--- src/rtl/wpd_pkg.sv ---
package wpd_pkg;
  typedef enum logic [1:0] {
    DST_OTHER   = 2'd0,
    DST_UNICAST = 2'd1,
    DST_MULTI   = 2'd2,
    DST_BCAST   = 2'd3
  } dst_class_t;

  localparam logic [7:0] SYNC_BYTE = 8'hFF;
endpackage

--- src/rtl/wpd_addr_lane.sv ---
module wpd_addr_lane #(
  parameter int ADDR_BYTES = 6,
  localparam int PW = $clog2(ADDR_BYTES + 1)
) (
  input  logic [8*ADDR_BYTES-1:0] station_addr,
  input  logic [PW-1:0]           sel,
  output logic [7:0]              lane_byte,
  output logic [PW-1:0]           lead_ff,
  output logic                    all_ff
);
  import wpd_pkg::*;

  logic [7:0] lanes [ADDR_BYTES];

  // lane 0 is the first byte on the wire (most significant)
  for (genvar g = 0; g < ADDR_BYTES; g++) begin : g_lane
    assign lanes[g] = station_addr[8*(ADDR_BYTES-g)-1 -: 8];
  end

  always_comb begin
    lane_byte = '0;
    for (int i = 0; i < ADDR_BYTES; i++) begin
      if (sel == PW'(i)) lane_byte = lanes[i];
    end
  end

  // number of 0xFF bytes that lead the address
  always_comb begin
    lead_ff = PW'(ADDR_BYTES);
    for (int i = ADDR_BYTES - 1; i >= 0; i--) begin
      if (lanes[i] != SYNC_BYTE) lead_ff = PW'(i);
    end
  end

  assign all_ff = (lead_ff == PW'(ADDR_BYTES));
endmodule

--- src/rtl/wpd_seq_track.sv ---
module wpd_seq_track #(
  parameter int ADDR_BYTES = 6,
  parameter int SYNC_LEN   = 6,
  parameter int REPS       = 16,
  localparam int PW      = $clog2(ADDR_BYTES + 1),
  localparam int IW      = (ADDR_BYTES > 1) ? $clog2(ADDR_BYTES) : 1,
  localparam int RW      = (REPS > 1) ? $clog2(REPS) : 1,
  localparam int RUN_MAX = SYNC_LEN + ADDR_BYTES,
  localparam int NW      = $clog2(RUN_MAX + 1)
) (
  input  logic          clk,
  input  logic          rst,
  input  logic          restart,
  input  logic          byte_vld,
  input  logic [7:0]    byte_in,
  input  logic [7:0]    lane_byte,
  input  logic [PW-1:0] lead_ff,
  input  logic          all_ff,
  output logic [PW-1:0] sel,
  output logic          found
);
  import wpd_pkg::*;

  logic          in_addr;
  logic [IW-1:0] idx;
  logic [RW-1:0] rep;
  logic [NW-1:0] run;

  logic          is_ff, hit, enter, last_byte, last_rep;
  logic [IW-1:0] cur_idx;
  logic [RW-1:0] cur_rep;
  logic [NW-1:0] thresh;

  always_comb begin
    sel       = in_addr ? PW'(idx) : lead_ff;
    is_ff     = (byte_in == SYNC_BYTE);
    hit       = (byte_in == lane_byte);
    thresh    = NW'(SYNC_LEN) + NW'(lead_ff);
    enter     = !in_addr && !is_ff && !all_ff && (run >= thresh) && hit;
    cur_idx   = in_addr ? idx : IW'(lead_ff);
    cur_rep   = in_addr ? rep : '0;
    last_byte = (cur_idx == IW'(ADDR_BYTES - 1));
    last_rep  = (cur_rep == RW'(REPS - 1));
  end

  always_ff @(posedge clk) begin
    if (rst || restart) begin
      in_addr <= 1'b0;
      idx     <= '0;
      rep     <= '0;
      run     <= '0;
      found   <= 1'b0;
    end else if (byte_vld && !found) begin
      if (in_addr && !hit) begin
        in_addr <= 1'b0;
        run     <= is_ff ? NW'(1) : '0;
      end else if (in_addr || enter) begin
        if (last_byte && last_rep) begin
          found   <= 1'b1;
          in_addr <= 1'b0;
          run     <= '0;
        end else begin
          in_addr <= 1'b1;
          idx     <= last_byte ? '0 : cur_idx + IW'(1);
          rep     <= last_byte ? cur_rep + RW'(1) : cur_rep;
        end
      end else if (is_ff) begin
        if (run != NW'(RUN_MAX)) run <= run + NW'(1);
      end else begin
        run <= '0;
      end
    end
  end

  // a frame boundary leaves no partial state behind
  a_r8_restart_clears: assert property (@(posedge clk) disable iff (rst)
    restart |=> (!found && !in_addr && run == '0));

  // completion only ever follows an accepted byte
  a_r4_found_on_byte: assert property (@(posedge clk) disable iff (rst)
    $rose(found) |-> $past(byte_vld));

  // a broken copy drops to sync search, a 0xFF counting once
  a_r7_mismatch_restart: assert property (@(posedge clk) disable iff (rst)
    (in_addr && byte_vld && !hit && !restart) |=>
      (!in_addr && run == ($past(is_ff) ? NW'(1) : NW'(0))));
endmodule

--- src/rtl/wpd_wake_hold.sv ---
module wpd_wake_hold (
  input  logic       clk,
  input  logic       rst,
  input  logic       scan_en,
  input  logic       sof,
  input  logic [1:0] dst_class,
  input  logic       eof,
  input  logic       crc_ok,
  input  logic       found,
  input  logic       wake_clr,
  output logic       scan_on,
  output logic       restart,
  output logic       wake_n
);
  import wpd_pkg::*;

  logic       frame_ok;
  dst_class_t cls;

  assign cls     = dst_class_t'(dst_class);
  assign scan_on = frame_ok;
  assign restart = sof || eof || !scan_en;

  always_ff @(posedge clk) begin
    if (rst || !scan_en || eof) frame_ok <= 1'b0;
    else if (sof)               frame_ok <= (cls != DST_OTHER);
  end

  always_ff @(posedge clk) begin
    if (rst || wake_clr || !scan_en)          wake_n <= 1'b1;
    else if (eof && frame_ok && crc_ok && found) wake_n <= 1'b0;
  end

  a_r9_clear_releases: assert property (@(posedge clk) disable iff (rst)
    wake_clr |=> wake_n);

  a_r2_disable_releases: assert property (@(posedge clk) disable iff (rst)
    !scan_en |=> wake_n);

  a_r10_fall_at_eof: assert property (@(posedge clk) disable iff (rst)
    $fell(wake_n) |-> $past(eof && crc_ok));

  a_r9_holds: assert property (@(posedge clk) disable iff (rst)
    (!wake_n && !wake_clr && scan_en) |=> !wake_n);
endmodule

--- src/rtl/wake_pattern_det.sv ---
module wake_pattern_det #(
  parameter int ADDR_BYTES = 6,
  parameter int SYNC_LEN   = 6,
  parameter int REPS       = 16,
  localparam int AW = 8 * ADDR_BYTES,
  localparam int PW = $clog2(ADDR_BYTES + 1)
) (
  input  logic          clk,
  input  logic          rst,
  input  logic          scan_en,
  input  logic [AW-1:0] station_addr,
  input  logic          rx_sof,
  input  logic [1:0]    rx_dst_class,
  input  logic          rx_valid,
  input  logic [7:0]    rx_byte,
  input  logic          rx_eof,
  input  logic          rx_crc_ok,
  input  logic          wake_clr,
  output logic          wake_n
);
  logic [PW-1:0] sel, lead_ff;
  logic [7:0]    lane_byte;
  logic          all_ff, found, scan_on, restart;

  wpd_addr_lane #(.ADDR_BYTES(ADDR_BYTES)) u_lane (
    .station_addr (station_addr),
    .sel          (sel),
    .lane_byte    (lane_byte),
    .lead_ff      (lead_ff),
    .all_ff       (all_ff)
  );

  wpd_seq_track #(.ADDR_BYTES(ADDR_BYTES), .SYNC_LEN(SYNC_LEN), .REPS(REPS)) u_seq (
    .clk       (clk),
    .rst       (rst),
    .restart   (restart),
    .byte_vld  (rx_valid && scan_on),
    .byte_in   (rx_byte),
    .lane_byte (lane_byte),
    .lead_ff   (lead_ff),
    .all_ff    (all_ff),
    .sel       (sel),
    .found     (found)
  );

  wpd_wake_hold u_hold (
    .clk       (clk),
    .rst       (rst),
    .scan_en   (scan_en),
    .sof       (rx_sof),
    .dst_class (rx_dst_class),
    .eof       (rx_eof),
    .crc_ok    (rx_crc_ok),
    .found     (found),
    .wake_clr  (wake_clr),
    .scan_on   (scan_on),
    .restart   (restart),
    .wake_n    (wake_n)
  );
endmodule

--- config.mk ---
export PLATFORM = sky130hd
export DESIGN_NAME = wake_pattern_det
export DESIGN_NICKNAME = d
export VERILOG_FILES = /design/src/rtl/wpd_pkg.sv /design/src/rtl/wpd_addr_lane.sv /design/src/rtl/wpd_seq_track.sv /design/src/rtl/wpd_wake_hold.sv /design/src/rtl/wake_pattern_det.sv
export SDC_FILE = /design/constraint.sdc
export NUM_CORES = 1
export LEC_CHECK = 0
export ABC_AREA = 1
export BUFFER_PORTS_ARGS = -buffer_cell sky130_fd_sc_hd__buf_2
export CAP_MARGIN = 20
export CORE_MARGIN = 3
export CORE_UTILIZATION = 46
export CTS_CLUSTER_SIZE = 14
export DETAILED_ROUTE_END_ITERATION = 6
export MAX_ROUTING_LAYER = met4
export PLACE_DENSITY_LB_ADDON = 0.05
export SLEW_MARGIN = 20
export SYNTH_ARGS = -nofsm -noshare
export SYNTH_HDL_FRONTEND = slang
export SYNTH_HIERARCHICAL = 1
export SYNTH_SLANG_ARGS = --single-unit
--- constraint.sdc ---
create_clock -name clk -period 3.11 [get_ports clk]
set_input_delay 0.311 -clock clk [delete_from_list [all_inputs] [get_ports clk]]
set_output_delay 0.311 -clock clk [all_outputs]
set_load 0.01 [all_outputs]
Word-level counts from Yosys, hierarchy flattened:

Cells that the tools add are included.

* bitwise gates (word level): 2
* mux-type cells: 25
* magnitude comparators: 1
* add/subtract/negate cells: 4
* reductions and logical operators: 32
* equal/unequal tests: 18

Operator list (number)
* two-way mux 8 bit: 6
* inequality test 8 bit (second input constant): 6
* two-way mux 4 bit: 7
* two-way mux 3 bit: 6
* logical AND 1 bit: 11
* equality test 3 bit (second input constant): 3
* adder 4 x 1 -> 4 bit (second input constant): 2
* equality test 8 bit: 1
* equality test 8 bit (second input constant): 1
* logical OR 1 bit: 8
* inequality test 4 bit (second input constant): 2
* AND reduction 4 bit: 2
* equality test 3 x 2 -> 1 bit (second input constant): 2
* logical NOT 1 bit: 6
* adder 3 x 3 -> 4 bit (first input constant): 1
* equality test 4 bit (second input constant): 1
* >= comparator 4 bit: 1
* two-way mux 1 bit: 4
* two-way mux 2 bit: 2
* nonzero test 2 bit: 2
* adder 3 x 1 -> 3 bit (second input constant): 1
* equality test 3 x 1 -> 1 bit (second input constant): 1
* logical NOT 3 bit: 1
* inequality test 3 x 2 -> 1 bit (second input constant): 1
* 3 further kinds: 4

* register bits after elaboration: 15
* input port bits: 66

Depth between registers and ports, before layout:

* depth in word-level cells: 20
* mapped depth: 29
* depth with buffers taken out: 29

Cells and area by module:

The synthesis kept the hierarchy.

Modules (own cells, without submodules)
* wpd_seq_track: area each 1209.9 sq um, times used 1, cells an instance 206
* wpd_addr_lane: area each 556.8 sq um, times used 1, cells an instance 130
* wpd_wake_hold: area each 107.6 sq um, times used 1, cells an instance 18
* wake_pattern_det: area each 7.5 sq um, times used 1, cells an instance 2

Worst setup path after synthesis:

OpenSTA, ideal clock, no wires.

* path type: in2reg
* start point: in station_addr[15]
* end point: reg u_seq.rep[3]
* stages on the path: 29
* setup time: 0.116 ns
* arrival: 2.974 ns
* path slack: 0.020 ns
* buffers on the path: 0
* path through: nand2_1 -> inv_1 -> nand2_1 -> nor2_1 -> nand2_1 -> nand2_1 -> nand2_1 -> a21oi_1 -> nand2_1 -> o21ai_4 -> inv_1 -> nor3_1 -> nand2_1 -> o21ai_0 -> nor2_1 -> nand4_1 -> inv_1 -> nand2_1 -> nand2_1 -> nor2_1 -> nand2_1 -> nor2_1 -> nand2_1 -> nand2_1 -> nand2_1 -> nor2_1 -> nand2_1 -> nor2_1 -> nor2_1

* cells in the longest elaborated chain, start to end: 19

Ends and longest elaborated chain
* start, declared: line wake_pattern_det.sv:11 `input logic [AW-1:0] station_addr,`
* inequality test 8 bit *: line wpd_addr_lane.sv:31 `if (lanes[i] != SYNC_BYTE) lead_ff = PW'(i);`
* two-way mux 2 bit *: line wpd_addr_lane.sv:31
* two-way mux 3 bit * (4 in a row): line wpd_addr_lane.sv:31
* via lead_ff[0]: line wake_pattern_det.sv:21 `logic [PW-1:0] sel, lead_ff;`
* two-way mux 3 bit *: line wpd_seq_track.sv:35 `sel = in_addr ? PW'(idx) : lead_ff;`
* via sel[0]: line wake_pattern_det.sv:21
* logical NOT 3 bit: line wpd_addr_lane.sv:23 `if (sel == PW'(i)) lane_byte = lanes[i];`
* two-way mux 8 bit (5 in a row): line wpd_addr_lane.sv:23
* two-way mux 8 bit *: line wpd_addr_lane.sv:23
* via lane_byte[7]: line wake_pattern_det.sv:22 `logic [7:0] lane_byte;`
* equality test 8 bit *: line wpd_seq_track.sv:37 `hit = (byte_in == lane_byte);`
* logical NOT 1 bit: line wpd_seq_track.sv:54 `if (in_addr && !hit) begin`
* logical AND 1 bit: line wpd_seq_track.sv:54
* inverter 1 bit (no line)
* AND reduction 4 bit (no line) *
* end signal, assigned: line wpd_seq_track.sv:65 `rep <= last_byte ? cur_rep + RW'(1) : cur_rep;`
* end, declared: line wpd_seq_track.sv:26 `logic [RW-1:0] rep;`

Mark *: on every way through the listed nets, which the timed path passes. The rest lies on a longest branch.
A chain may end at the register's enable or synchronous reset.

Final worst setup path:

* start point: in station_addr[5]
* end point: reg u_seq.idx[2]

* cells in the longest elaborated chain, start to end: 20

Ends and longest elaborated chain
* inequality test 8 bit *: line wpd_addr_lane.sv:31
* two-way mux 2 bit * (2 in a row): line wpd_addr_lane.sv:31
* two-way mux 3 bit * (4 in a row): line wpd_addr_lane.sv:31
* via lead_ff[1]: line wake_pattern_det.sv:21
* two-way mux 3 bit *: line wpd_seq_track.sv:35
* via sel[1]: line wake_pattern_det.sv:21
* logical NOT 3 bit: line wpd_addr_lane.sv:23
* two-way mux 8 bit (5 in a row): line wpd_addr_lane.sv:23
* two-way mux 8 bit *: line wpd_addr_lane.sv:23
* via lane_byte[4]: line wake_pattern_det.sv:22
* equality test 8 bit *: line wpd_seq_track.sv:37
* logical NOT 1 bit: line wpd_seq_track.sv:54
* logical AND 1 bit: line wpd_seq_track.sv:54
* inverter 1 bit (no line)
* AND reduction 4 bit (no line) *
* end signal, assigned: line wpd_seq_track.sv:64 `idx <= last_byte ? '0 : cur_idx + IW'(1);`
* end, declared: line wpd_seq_track.sv:25 `logic [IW-1:0] idx;`

Marked as above.

==> results.sh <==
export IMPL_status="complete, no violations"
export IMPL_slew_violations=0
export IMPL_clock_sinks=15
export IMPL_comb_power_share_pct=28.0
export IMPL_worstSetupPathType="input pin to flip-flop"
export IMPL_wl_per_cell_um=11.4
export IMPL_n_fill_cell=311
export IMPL_power_density_nw_per_um2=167
export IMPL_cp_required_ns=3.25
export IMPL_synth_area_per_cell_um2=5.29
export IMPL_hp_start="wake_clr"
export IMPL_worstSetupStartpointType="input pin"
export IMPL_grt_use_met1_pct=28.4
export IMPL_layout_drive_gt1_share_pct=35.1
export IMPL_first_iter_violations=105
export IMPL_setup_ws_ns=0.0243
export IMPL_drv_cap=0
export IMPL_crit_buf_inv=4
export IMPL_gr_usage_met2_pct=36.1
export IMPL_vias_per_cell=4.87
export IMPL_cp_end_kind="flip-flop"
export IMPL_relSlewSlack_pct=41.1
export IMPL_grt_busiest_layer="met2"
export IMPL_p_sw_share_pct=26.2
export IMPL_ioPinCount=67
export IMPL_hold_viol=0
export IMPL_finClkSkew_ns=0.000963
export IMPL_core_area_um2=3800
export IMPL_slowest_stage="a31oi_4"
export IMPL_placed_cells=504
export IMPL_post_place_ws_ns=-0.497
export IMPL_wirelength_um=5830
export IMPL_setup_violations_final=0
export IMPL_max_stage_delay_ns=0.21
export IMPL_grt_use_total_pct=21.7
export IMPL_whs_path_depth=3
export IMPL_gp_congestion=0.936
export IMPL_min_period_ns=3.09
export IMPL_dieArea_um2=4890
export IMPL_grt_max_degree=13
export IMPL_clkPwrFrac_pct=31.7
export IMPL_yosys_top_cells_area="nand2_1 24%, dfxtp_1 16%, nor2_1 13%"
export IMPL_rows=22
export IMPL_htreeDepth=1
export IMPL_grt_ovfl_total=0
export IMPL_diodes=0
export IMPL_synth_seq_cells=15
export IMPL_min_to="u_hold/wake_n"
export IMPL_die_w_um=70.0
export IMPL_start_util_pct=49.5
export IMPL_drc=0
export IMPL_netSwitchingPower_uw=126
export IMPL_antenna_found_initial=0
export IMPL_cp_top_family="simple AND/OR/NAND/NOR gates"
export IMPL_layout_commonest_cell="nand2_1"
export IMPL_io_buffers=66
export IMPL_cpMostUsedCell="nor2_1"
export IMPL_path_clk_slew_ns=0.06
export IMPL_clkLatencyLatePin_ns=0.24
export IMPL_crit_fanout=8
export IMPL_worst_slew_pin_slew_ns=0.881
export IMPL_numCtsBuffers=3
export IMPL_syn2layout_area_growth_pct=52.5
export IMPL_fin_crit_sh_pct=99.2
export IMPL_grt_pass1_wl_um=8670
export IMPL_rr_worst_depth=22
export IMPL_r2r_start="u_seq/in_addr"
export IMPL_yosysTopAreaCellShare_pct=24.3
export IMPL_synth_cell_types=31
export IMPL_yosysSeqAreaShare_pct=16.0
export IMPL_postSynthCellCount=356
export IMPL_arrival_ns=3.22
export IMPL_ant_nets=0
export IMPL_layoutNonFillerInstCount=513
export IMPL_cts_tree="built"
export IMPL_grt_setup_unrepaired="true"
export IMPL_seqPwrFrac_pct=40.2
export IMPL_cts_root_buf="clkbuf_8"
export IMPL_synth_area_leader_cell="nand2_1"
export IMPL_p_leak_uw=0.00150
export IMPL_vias=2499
export IMPL_fin_nets=540
export IMPL_cts_hold_buf=0
export IMPL_regToRegEndpoint="u_seq/idx[2]"
export IMPL_firstDrtPassIters=5
export IMPL_met3_usage_pct=3.60
export IMPL_clock_path_buffers=2
export IMPL_intPower_uw=354
export IMPL_rrSetupSlack_ns=0.22
export IMPL_synth_nets=430
export IMPL_first_global_vias=2106
export IMPL_yosys_warnings=6
export IMPL_layout_common_cells="109 x nand2_1, 58 x inv_1, 58 x buf_2"
export IMPL_max_freq_ghz=0.324
export IMPL_hp_class="input pin to flip-flop"
export IMPL_die_y_um=70.0
export IMPL_dp_hpwl_um=4420
export IMPL_syn_area_um2=1880
export IMPL_crit_path_start="station_addr[5]"
export IMPL_ir_drop_v=0.000244
-- power groups by stage --
stage,Clock [uW],Sequential [uW],Combinational [uW]
after floorplan,0,197,39.2
after global placement,0,197,116
after detailed placement,0,197,116
after CTS,157,193,117
after global routing,170,193,149
final,152,193,135
-- tightest hold or removal path, stage by stage --
cell	delay, ns
buf_2	0.07
nor3_1	0.04
nand2_1	0.05
-- cell families after synthesis --
| family | after synthesis | synth area share [%] |
|---|---|---|
| DFF | 15 | 16.0 |
| xor gates and xnor gates | 6 | 2.79 |
| adders and majority gates | 8 | 5.32 |
| buffers and inverters | 71 | 14.4 |
| and+or+nand+nor | 230 | 53.5 |
| AOI/OAI and AO/OA | 26 | 8.05 |
-- area by class of cell --
type | count | area, um2 | area share (%)
Clock buffer | 4 | 45.0 | 1.57
Inverter | 69 | 259 | 9.02
Multi-Input combinational cell | 271 | 1500 | 52.3
Sequential cell | 15 | 300 | 10.5
Tap cell | 48 | 60.1 | 2.09
Timing Repair Buffer | 106 | 704 | 24.5
-- worst max-delay path by stage --
stage | endpoint | slack (ns) | cells after the start
final | u_seq/idx[2] | 0.02 | 25
after global placement | u_seq/rep[0] | -0.38 | 30
after floorplan | u_seq/rep[3] | 0.02 | 29
after global routing | u_seq/found | -0.22 | 30
after detailed placement | u_seq/rep[3] | -0.50 | 30
after CTS | u_seq/rep[0] | 0.004 | 29
-- stage by stage --
| stage | instance area, um2 | power [uW] | setup TNS (ns) | util (%) | hold WS [ns] |
|---|---|---|---|---|---|
| 4_1_cts | 2590 | 467 | 0 | 68.1 | 0.258 |
| 3_3_place_gp | 2530 | 313 | -4.36 | 66.6 | 0.429 |
| 6_report | 2870 | 480 | 0 | 75.6 | 0.258 |
| 2_1_floorplan | 1880 | 236 | 0 | - | 0.414 |
| 5_1_grt | 2870 | 512 | -2.15 | 75.6 | 0.269 |
| 3_5_place_dp | 2530 | 314 | -5.85 | 66.6 | 0.451 |
-- metal layers --
| layer | routed length, um | part of all wire (%) |
|---|---|---|
| met5 | 0 | 0 |
| met4 | 59 | 1.0 |
| met3 | 348 | 6.0 |
| met2 | 2800 | 48 |
| met1 | 2620 | 45 |
-- cell usage after synthesis --
master	number
nand2_1	122
nor2_1	67
inv_1	61
nand4_1	19
dfxtp_1	15
o21ai_0	12
ha_1	8
nand3_1	7
a21oi_1	5
clkinv_1	5
nor3_1	5
xor2_1	5
o21ai_1	4
inv_2	3
o21ai_2	2
a31oi_1	1
buf_4	1
clkbuf_1	1
nand2_2	1
nand2_4	1
nand3_4	1
nand3b_1	1
nand4_2	1
nand4_4	1
nor2_2	1
nor2_8	1
nor3_2	1
o21ai_4	1
o22ai_1	1
or2_0	1
xnor2_1	1
-- state kept, by name, indices dropped and copies added, names as in the netlist --
register	count
u_hold/scan_on	1
u_seq/run	4
u_seq/rep	4
u_hold/wake_n	1
u_seq/in_addr	1
u_seq/idx	3
u_seq/found	1
-- what timing repair did --
item | in CTS | in global routing
pin swaps | 0 | 31
endpoints found under the hold margin | 0 | 0
gates resized for setup | 2 | 63
gates cloned | 0 | 1
endpoints found under the setup margin | 13 | 13
setup buffers | 0 | 4
(Power assumes the default switching activity.)
